===== src/rtl/pwr_clk_mgr_pkg.sv =====
package pwr_clk_mgr_pkg;

    typedef enum logic [2:0] {
        ST_RESET    = 3'd0,
        ST_IDLE     = 3'd1,
        ST_CONV_INT = 3'd2,
        ST_CONV_EXT = 3'd3,
        ST_SLEEP    = 3'd4,
        ST_HWOFF    = 3'd5
    } pm_state_t;

    localparam logic [1:0] SD_LOW  = 2'b00;
    localparam logic [1:0] SD_OPEN = 2'b01;

    localparam logic [1:0] MB_PDOWN = 2'b00;
    localparam logic [1:0] MB_BAD   = 2'b01;
    localparam logic [1:0] MB_INT   = 2'b10;
    localparam logic [1:0] MB_EXT   = 2'b11;

endpackage


===== src/rtl/pwr_sd_decode.sv =====
module pwr_sd_decode
    import pwr_clk_mgr_pkg::*;
(
    input  logic [1:0] sd_code,
    output logic       sd_low,
    output logic       sd_fast
);

    // open level selects the fast oscillator; both high codes select slow
    always_comb begin
        sd_low  = (sd_code == SD_LOW);
        sd_fast = (sd_code == SD_OPEN);
    end

endmodule


===== src/rtl/pwr_delay_cnt.sv =====
module pwr_delay_cnt #(
    parameter int LIMIT = 2000
) (
    input  logic clk,
    input  logic rst_n,
    input  logic clr,
    output logic done
);

    localparam int W = $clog2(LIMIT + 1);

    logic [W-1:0] cnt_q;

    always_ff @(posedge clk or negedge rst_n) begin
        if (!rst_n) begin
            cnt_q <= '0;
        end else if (clr) begin
            cnt_q <= '0;
        end else if (cnt_q != W'(LIMIT - 1)) begin
            cnt_q <= cnt_q + 1'b1;
        end
    end

    assign done = !clr && (cnt_q == W'(LIMIT - 1));

    a_r2_cnt_bounded: assert property (@(posedge clk) disable iff (!rst_n)
        cnt_q <= W'(LIMIT - 1));

endmodule


===== src/rtl/pwr_conv_timer.sv =====
module pwr_conv_timer #(
    parameter int DIV_FAST   = 133,
    parameter int DIV_SLOW   = 888,
    parameter int CONV_TICKS = 13
) (
    input  logic clk,
    input  logic rst_n,
    input  logic clr,
    input  logic en,
    input  logic sel_fast,
    output logic tick,
    output logic done
);

    localparam int DIV_MAX = (DIV_FAST > DIV_SLOW) ? DIV_FAST : DIV_SLOW;
    localparam int CW      = $clog2(DIV_MAX + 1);
    localparam int TW      = $clog2(CONV_TICKS + 1);

    logic [CW-1:0] div_q;
    logic [CW-1:0] lim;
    logic [TW-1:0] ticks_q;

    assign lim  = sel_fast ? CW'(DIV_FAST - 1) : CW'(DIV_SLOW - 1);
    assign tick = en && !clr && (div_q == lim);
    assign done = tick && (ticks_q == TW'(CONV_TICKS - 1));

    always_ff @(posedge clk or negedge rst_n) begin
        if (!rst_n) begin
            div_q <= '0;
        end else if (clr) begin
            div_q <= '0;
        end else if (en) begin
            div_q <= (div_q == lim) ? '0 : div_q + 1'b1;
        end
    end

    always_ff @(posedge clk or negedge rst_n) begin
        if (!rst_n) begin
            ticks_q <= '0;
        end else if (clr) begin
            ticks_q <= '0;
        end else if (tick) begin
            ticks_q <= (ticks_q == TW'(CONV_TICKS - 1)) ? '0 : ticks_q + 1'b1;
        end
    end

    a_r6_ticks_in_range: assert property (@(posedge clk) disable iff (!rst_n)
        ticks_q < TW'(CONV_TICKS));

    a_r6_div_in_range: assert property (@(posedge clk) disable iff (!rst_n)
        div_q < CW'(DIV_MAX));

endmodule


===== src/rtl/pwr_clk_mgr.sv =====
module pwr_clk_mgr
    import pwr_clk_mgr_pkg::*;
#(
    parameter int SYS_HZ     = 200_000_000,
    parameter int FAST_HZ    = 1_500_000,
    parameter int SLOW_HZ    = 225_000,
    parameter int RST_US     = 10,
    parameter int CONV_TICKS = 13
) (
    input  logic       clk,
    input  logic       rst_n,
    input  logic [1:0] sd_code,
    input  logic       ctrl_valid,
    input  logic [1:0] ctrl_mode,
    input  logic       start_seen,
    input  logic       ext_done,
    output logic       pwr_up,
    output logic       abort_p,
    output logic       clk_int,
    output logic       osc_fast,
    output logic       conv_tick,
    output logic       strobe_int,
    output logic       hold_result,
    output logic       mode_err
);

    localparam int DIV_FAST = SYS_HZ / FAST_HZ;
    localparam int DIV_SLOW = SYS_HZ / SLOW_HZ;
    localparam int RST_CYC  = (SYS_HZ / 1_000_000) * RST_US;

    pm_state_t state_q, state_d;
    logic mode_int_q, mode_int_d;
    logic pd_pend_q, pd_pend_d;
    logic err_q, err_d;
    logic rate_fast_q, rate_fast_d;
    logic abort_q, abort_d;

    logic sd_low, sd_fast;
    logic in_conv, accept, new_int;
    logic rst_done, tmr_en, tmr_tick, tmr_done;

    pwr_sd_decode u_dec (
        .sd_code (sd_code),
        .sd_low  (sd_low),
        .sd_fast (sd_fast)
    );

    pwr_delay_cnt #(.LIMIT(RST_CYC)) u_rst_cnt (
        .clk   (clk),
        .rst_n (rst_n),
        .clr   (state_q != ST_RESET),
        .done  (rst_done)
    );

    assign tmr_en = (state_q == ST_CONV_INT);

    pwr_conv_timer #(
        .DIV_FAST   (DIV_FAST),
        .DIV_SLOW   (DIV_SLOW),
        .CONV_TICKS (CONV_TICKS)
    ) u_tmr (
        .clk      (clk),
        .rst_n    (rst_n),
        .clr      (accept),
        .en       (tmr_en),
        .sel_fast (rate_fast_q),
        .tick     (tmr_tick),
        .done     (tmr_done)
    );

    assign in_conv = (state_q == ST_CONV_INT) || (state_q == ST_CONV_EXT);
    assign accept  = ctrl_valid && !sd_low &&
                     ((state_q == ST_IDLE) || (state_q == ST_SLEEP) || in_conv);

    always_comb begin
        case (ctrl_mode)
            MB_INT:  new_int = 1'b1;
            MB_EXT:  new_int = 1'b0;
            default: new_int = mode_int_q;
        endcase
    end

    // next-state and data-register update
    always_comb begin
        state_d     = state_q;
        mode_int_d  = mode_int_q;
        pd_pend_d   = pd_pend_q;
        err_d       = err_q;
        rate_fast_d = rate_fast_q;
        abort_d     = 1'b0;
        unique case (state_q)
            ST_RESET: begin
                if (rst_done) state_d = ST_IDLE;
            end
            ST_IDLE: begin
            end
            ST_SLEEP: begin
                if (start_seen) state_d = ST_IDLE;
            end
            ST_CONV_INT: begin
                if (tmr_done) state_d = pd_pend_q ? ST_SLEEP : ST_IDLE;
            end
            ST_CONV_EXT: begin
                if (ext_done) state_d = pd_pend_q ? ST_SLEEP : ST_IDLE;
            end
            ST_HWOFF: begin
                state_d    = ST_RESET;
                mode_int_d = 1'b1;
                pd_pend_d  = 1'b0;
            end
            default: begin
                state_d = ST_RESET;
            end
        endcase
        if (accept) begin
            abort_d     = in_conv;
            mode_int_d  = new_int;
            pd_pend_d   = (ctrl_mode == MB_PDOWN);
            err_d       = err_q | (ctrl_mode == MB_BAD);
            rate_fast_d = sd_fast;
            state_d     = new_int ? ST_CONV_INT : ST_CONV_EXT;
        end
        if (sd_low) begin
            state_d    = ST_HWOFF;
            abort_d    = in_conv;
            mode_int_d = mode_int_q;
            pd_pend_d  = pd_pend_q;
        end
    end

    always_ff @(posedge clk or negedge rst_n) begin
        if (!rst_n) begin
            state_q     <= ST_RESET;
            mode_int_q  <= 1'b1;
            pd_pend_q   <= 1'b0;
            err_q       <= 1'b0;
            rate_fast_q <= 1'b1;
            abort_q     <= 1'b0;
        end else begin
            state_q     <= state_d;
            mode_int_q  <= mode_int_d;
            pd_pend_q   <= pd_pend_d;
            err_q       <= err_d;
            rate_fast_q <= rate_fast_d;
            abort_q     <= abort_d;
        end
    end

    // Moore outputs
    always_comb begin
        pwr_up      = 1'b1;
        strobe_int  = 1'b1;
        hold_result = 1'b1;
        unique case (state_q)
            ST_RESET:    hold_result = 1'b0;
            ST_IDLE:     ;
            ST_CONV_INT: strobe_int = 1'b0;
            ST_CONV_EXT: ;
            ST_SLEEP: begin
                pwr_up      = 1'b0;
                hold_result = mode_int_q;
            end
            ST_HWOFF: begin
                pwr_up      = 1'b0;
                hold_result = 1'b0;
            end
            default: hold_result = 1'b0;
        endcase
        abort_p   = abort_q;
        clk_int   = mode_int_q;
        osc_fast  = sd_fast;
        conv_tick = tmr_tick;
        mode_err  = err_q;
    end

    a_r4_low_powers_off: assert property (@(posedge clk) disable iff (!rst_n)
        sd_low |=> !pwr_up);

    a_r5_abort_on_shutdown: assert property (@(posedge clk) disable iff (!rst_n)
        (in_conv && sd_low) |=> abort_p);

    a_r6_strobe_only_internal: assert property (@(posedge clk) disable iff (!rst_n)
        !strobe_int |-> clk_int);

    a_r1_reset_no_start: assert property (@(posedge clk) disable iff (!rst_n)
        (state_q == ST_RESET && !sd_low) |=> strobe_int);

    a_r11_err_sticky: assert property (@(posedge clk) disable iff (!rst_n)
        mode_err |=> mode_err);

    a_r8_pd_after_ext_done: assert property (@(posedge clk) disable iff (!rst_n)
        (state_q == ST_CONV_EXT && ext_done && pd_pend_q && !ctrl_valid && !sd_low)
        |=> !pwr_up);

    a_r10_wake: assert property (@(posedge clk) disable iff (!rst_n)
        (state_q == ST_SLEEP && start_seen && !sd_low) |=> pwr_up);

    a_r12_abort_one_cycle: assert property (@(posedge clk) disable iff (!rst_n)
        abort_p |=> !abort_p || $past(sd_low) || $past(ctrl_valid));

endmodule


===== config.mk =====
export PLATFORM = sky130hd
export DESIGN_NAME = pwr_clk_mgr
export DESIGN_NICKNAME = d
export VERILOG_FILES = /design/src/rtl/pwr_clk_mgr_pkg.sv /design/src/rtl/pwr_sd_decode.sv /design/src/rtl/pwr_delay_cnt.sv /design/src/rtl/pwr_conv_timer.sv /design/src/rtl/pwr_clk_mgr.sv
export SDC_FILE = /design/constraint.sdc
export NUM_CORES = 1
export LEC_CHECK = 0
export BUFFER_PORTS_ARGS = -buffer_cell sky130_fd_sc_hd__buf_2
export CAP_MARGIN = 20
export CORE_MARGIN = 8
export CORE_UTILIZATION = 50
export CTS_CLUSTER_SIZE = 16
export DETAILED_ROUTE_END_ITERATION = 7
export PLACE_DENSITY = 0.71
export SLEW_MARGIN = 20
export SYNTH_ARGS = -nofsm -noshare
export SYNTH_HDL_FRONTEND = slang
export SYNTH_SLANG_ARGS = --single-unit

===== constraint.sdc =====
create_clock -name clk -period 1.75 [get_ports clk]
set_input_delay 0.175 -clock clk [delete_from_list [all_inputs] [get_ports clk]]
set_output_delay 0.175 -clock clk [all_outputs]
set_load 0.02 [all_outputs]

==> results.toml, run 1 <==
[synth]
ys.warnings.count = 0
synth_area_leaders = "dfrtp_1 40%, nor2_1 4.3%, nand2_1 3.7%, dfstp_2 2.7%, xnor2_1 2.7%"
avgSynthCellArea_um2 = 9.48
synth_seq_cells = 33
syn_area_mm2 = 0.00193
synthFlopType = "dfrtp_1"
yosysTopAreaCellShare = 0.401
synth_common_cells = "31 x dfrtp_1, 22 x nor2_1, 19 x nand2_1, 9 x o21ai_1"
synth_edf_count = 0
async_flop_share = 1.00
synth_fp_nets = 217
ys_seq_area_frac = 0.428
synth.distinct_cells = 55
synth_top_area_cell = "dfrtp_1"
synthCells = 204
synth_most_common_cell = "dfrtp_1"

[floorplan]
core_area_mm2 = 0.00369
fp.dieH_um = 78.2
rows = 22
chipWidth_um = 78.2
ioPinCount = 17
initial_core_util = 0.524
dieArea_mm2 = 0.00612

[worst_setup_path]
cp-start-kind = "flip-flop"
timing.rr.end = "state_q[0]"
required_ns = 1.57
path_max_fanout = 2
startpoint = "u_tmr.div_q[3]"
cp_slowest_cell = "or4_4"
r2r-start = "u_tmr.div_q[3]"
arrival_ns = 1.76
critPathTopFamily = "simple AND/OR/NAND/NOR gates"
crit_buf_inv = 1
cp.depth = 4
reg2reg_depth = 6
crit_path_cell_trace = "or3_1, or4_4, a21boi_4, buf_6"
cp-end-kind = "primary output"
crit_type = "reg2out"
cp_slowest_stage_delay_ns = 0.45
critical_path.endpoint = "conv_tick"
r2r_setup_slack_ns = -0.15

[pwr]
max-vdd-ir-drop_mv = 0.688
p_int_mw = 1.61
p_total_mw = 2.50
pwr-share-clk = 0.239
p_leak_nw = 1.16
power_density_mw_per_mm2 = 996
seq_power_share = 0.391
switchingPower_mw = 0.886
comb_power_share = 0.371
p_sw_frac = 0.355

[min_path]
holdCritPathClass = "in2reg"

[cts]
cts.sinks = 33
cts_tree = "built"
ctsRootBufferMaster = "clkbuf_8"
htreeDepth = 2
cts.path.max_buffers = 2
path_clk_slew_ns = 0.07
clkLatencyLatePin_ns = 0.29
cts_buffers = 5

[timing]
rsz0062_at_grt = "true"
final-max-slew-violation-count = 0
setup_ws_ns = -0.189
max_freq_mhz = 516
period_share = 1.11
worst_slew_pin_slew_ns = 0.721
finalHoldViolations = 0
setup_viol = 18
fin_skew_ns = 0.0128
maxSlewHeadroom = 0.519
period_minus_slack_ns = 1.94

[global_route]
grt_pass1_wl_mm = 7.64
antenna_found_initial = 0
grt.overflow.total = 0
grt_pass1_vias = 1685
grt_util_all_layers = 0.154
grt_max_degree = 34

[flow_run]
drv_cap = 0

[final_layout]
layout-drive-gt1-share = 0.326
diodes = 0
postLayoutCoreUtil = 0.680
syn_to_final_growth_pct = 29.8
fin_nets = 273

[detailed_routing]
wire_per_inst_um = 14.5
vias_per_cell = 5.58
antenna_left = 0
vias = 1724
remaining_drc_errors = 0
dr.pass1.iters = 4
drtIter0Drc = 59
postRouteWirelength_mm = 4.49

[placed_design]
hpwl_mm = 3.17
pre_cts_slack_ns = -0.185
gp_congestion = 0.876
io_buffer_count = 16

[run_status]
failed_checks = "negative setup slack"
outcome = "finished with violations"
==> kinds of logic (layout without fill, tap and decap cells) <==
logic type	Yosys count	after routing	synth area share
adder cells (fa/ha/maj)	4	4	0.0259
multiplexers	3	3	0.0162
XOR/XNOR	9	9	0.0408
AO/OA/AOI/OAI	49	49	0.186
buffers and inverters	14	71	0.0362
AND/OR/NAND/NOR	92	92	0.266
flip-flops	33	33	0.428
==> area by class of cell <==
| class | count | area, um2 |
|---|---|---|
| multi-input combinational | 157 | 1110 |
| tap | 48 | 60.1 |
| inverter | 8 | 30.0 |
| clock buffer | 8 | 90.1 |
| fill | 296 | 1180 |
| sequential | 33 | 831 |
| timing repair buffer | 55 | 385 |
==> registers in the layout (all words and copies together), names as in the netlist <==
name / cells
abort_p: 1
state_q: 3
pd_pend_q: 1
u_tmr.ticks_q: 4
rate_fast_q: 1
mode_err: 1
u_rst_cnt.cnt_q: 11
u_tmr.div_q: 10
clk_int: 1
==> power groups by stage <==
| stage | sequential (mW) | clock [mW] | combinational, mW |
|---|---|---|---|
| after floorplan | 1.00 | 0 | 0.513 |
| after global placement | 0.984 | 0 | 0.871 |
| after detailed placement | 0.985 | 0 | 0.886 |
| after CTS | 0.973 | 0.614 | 0.907 |
| after global routing | 0.990 | 0.643 | 1.03 |
| final | 0.976 | 0.596 | 0.926 |
==> per-stage QoR <==
step                      hold slack [ns]  setup TNS (ns)  std cells  area (um2)
after floorplan                    -0.121           -1.01        204        1940
after global placement              0.273           -1.18        293        2280
after detailed placement            0.280           -2.01        293        2280
after CTS                          0.0850           -2.02        305        2440
after global routing               0.0940           -3.09        309        2510
final                              0.0941           -1.76        309        2510
==> layout by cell type, fill, tap and decap left out, types with 2 or more instances in the layout <==
cell type,netlist,layout
a21o_1,5,5
a21oi_1,6,6
a41oi_1,4,3
and3_1,7,7
buf_2,2,15
buf_4,0,37
buf_6,2,2
clkbuf_1,2,2
clkbuf_8,0,6
dfrtp_1,31,29
dfrtp_2,0,2
dfstp_2,2,2
ha_1,4,4
inv_1,7,7
mux2i_1,2,2
nand2_1,19,19
nand2b_1,2,2
nand3_1,6,5
nand3b_1,2,2
nand4_1,2,2
nor2_1,22,22
nor2_2,2,2
nor2b_1,2,2
nor3_1,5,5
nor3b_1,2,2
nor4_1,2,2
nor4b_1,4,3
o211a_1,3,3
o21ai_0,6,5
o21ai_1,9,10
o31ai_1,3,3
or2_2,2,2
or3_1,3,3
xnor2_1,6,6
xor2_1,3,3
==> how the worst min path moves through the flow <==
stage	depth (start not counted)	to	from
finish	2	pd_pend_q	ctrl_mode[0]
global route	2	pd_pend_q	ctrl_mode[0]
CTS	2	pd_pend_q	ctrl_mode[0]
detailed placement	1	u_tmr.ticks_q[1]	rst_n
global placement	1	u_tmr.ticks_q[1]	rst_n
floorplan	0	abort_p	rst_n
==> metal layers <==
layer  global-route usage  part of all wire
met1                0.177              0.44
met2                0.257              0.50
met3               0.0478             0.043
met4               0.0667             0.016
met5                    0                 0
==> what timing repair did <==
| action | in CTS | in global routing |
|---|---|---|
| endpoints found under the setup margin | 18 | 20 |
| resized for setup | 8 | 7 |
| hold buffers | 1 | 0 |
| buffers inserted | 3 | 4 |
| pin swaps | 3 | 3 |
| hold endpoints to repair | 31 | 0 |
(Power assumes the default switching activity.)
==> inputs of run 2 (changes only) <==
RECOVER_POWER = 50   (was not set)
==> results.toml, run 2 (same netlist as run 1, synthesis figures left out) <==
[global_route]
grt.overflow.total = 0
grt_pass1_wl_mm = 7.64
grt_pass1_vias = 1685
grt_util_all_layers = 0.154
grt_max_degree = 34
antenna_found_initial = 0

[cts]
cts.path.max_buffers = 2
cts_buffers = 5
path_clk_slew_ns = 0.07
ctsRootBufferMaster = "clkbuf_8"
clkLatencyLatePin_ns = 0.29
cts_tree = "built"
htreeDepth = 2
cts.sinks = 33

[floorplan]
chipWidth_um = 78.2
ioPinCount = 17
rows = 22
fp.dieH_um = 78.2
dieArea_mm2 = 0.00612
initial_core_util = 0.524
core_area_mm2 = 0.00369

[timing]
period_minus_slack_ns = 1.94
rsz0062_at_grt = "true"
setup_ws_ns = -0.188
final-max-slew-violation-count = 0
maxSlewHeadroom = 0.461
setup_viol = 18
max_freq_mhz = 516
fin_skew_ns = 0.0131
finalSetupTns_ns = -1.75
finalHoldViolations = 0
worst_slew_pin_slew_ns = 0.809
period_share = 1.11

[worst_setup_path]
cp_slowest_stage_delay_ns = 0.45
r2r_setup_slack_ns = -0.15
required_ns = 1.57
crit_type = "reg2out"
cp_slowest_cell = "or4_4"
crit_buf_inv = 1
critPathTopFamily = "simple AND/OR/NAND/NOR gates"
path_max_fanout = 2
cp-end-kind = "primary output"
crit_path_cell_trace = "or3_1, or4_4, a21boi_4, buf_6"
arrival_ns = 1.76
cp-start-kind = "flip-flop"

[final_layout]
fin_nets = 273
postLayoutCoreUtil = 0.678
fin_cells = 309
regArea_um2 = 831
fill_cells = 300
multi_input_area_mm2 = 0.00111
layout-drive-gt1-share = 0.310
reg_top3 = "u_rst_cnt.cnt_q: 11 flops, u_tmr.div_q: 10 flops, u_tmr.ticks_q: 4 flops"
largest_register = "u_rst_cnt.cnt_q"
diodes = 0
fin_area_mm2 = 0.00250
layout_common_cells = "36 x buf_4, 29 x dfrtp_1, 22 x nor2_1"
syn_to_final_growth_pct = 29.4
final_common_cell = "buf_4"
largest_reg_flops = 11

[placed_design]
hpwl_mm = 3.17
gp_congestion = 0.876
io_buffer_count = 16
place_inst = 293
dpl_cell_area_mm2 = 0.00228

[run_status]
outcome = "finished with violations"
failed_checks = "negative setup slack"

[detailed_routing]
remaining_drc_errors = 0
postRouteWirelength_mm = 4.48
dr.pass1.iters = 4
wire_per_inst_um = 14.5
vias_per_cell = 5.59
antenna_left = 0
drtIter0Drc = 64
vias = 1726

[pwr]
p_total_mw = 2.49
power_density_mw_per_mm2 = 994
p_leak_nw = 1.15
max-vdd-ir-drop_mv = 0.687

[min_path]
holdCritPathClass = "in2reg"

[flow_run]
drv_cap = 0
## run 2: cell types whose count changed in the layout (fill, tap and decap cells not counted), sizes merged
cell    before  now
buf         54   49
clkbuf       8   13
## run 2: power by group
group	internal [mW]	total (mW)	switching (mW)
Combinational	0.396	0.914	0.518
Clock	0.321	0.596	0.275
Sequential	0.885	0.977	0.0914
Total	1.60	2.49	0.884
## run 2: worst paths after layout
check	startpoint	endpoint	depth (start not counted)
min in group asynchronous	rst_n	u_tmr.ticks_q[2]	2
worst max-delay path	u_tmr.div_q[3]	conv_tick	4
worst min-delay path	ctrl_mode[0]	pd_pend_q	2
max in group asynchronous	rst_n	u_rst_cnt.cnt_q[3]	2
worst max register to register	u_tmr.div_q[3]	state_q[0]	6
worst min register to register	mode_err	mode_err	1
## run 2: through the flow
step / hold slack [ns] / setup WS, ns
3_5_place_dp: 0.280 / -0.185
5_1_grt: 0.0940 / -0.244
6_report: 0.0960 / -0.188
2_1_floorplan: -0.121 / -0.182
3_3_place_gp: 0.273 / -0.116
4_1_cts: 0.0850 / -0.237
## run 2: layout make-up
class | count | area share
multi-input combinational | 157 | 0.445
tap | 48 | 0.0240
timing repair buffer | 55 | 0.151
clock buffer | 8 | 0.0360
inverter | 8 | 0.0120
sequential | 33 | 0.332
## run 2: timing repair
item / 4_1_cts / 5_1_grt
gates resized for setup: 8 / 7
pin swaps: 3 / 3
hold buffers: 1 / 0
setup endpoints to repair: 18 / 20
endpoints found under the hold margin: 31 / 0
buffers inserted: 3 / 4
## run 2: worst reg2reg max path, delay by kind of cell (launching register included)
family          cells  cell delay, ns
buf+inv             1            0.18
compound gates      3            0.48
simple gates        2            0.81
flops               1            0.37
## run 2: layer usage
layer	global-route usage	vias to the layer above	wire length, um
met5	0	-	0
met4	0.0667	0	74
met3	0.0478	8	218
met2	0.257	41	2230
met1	0.177	818	1950
li1	-	859	-
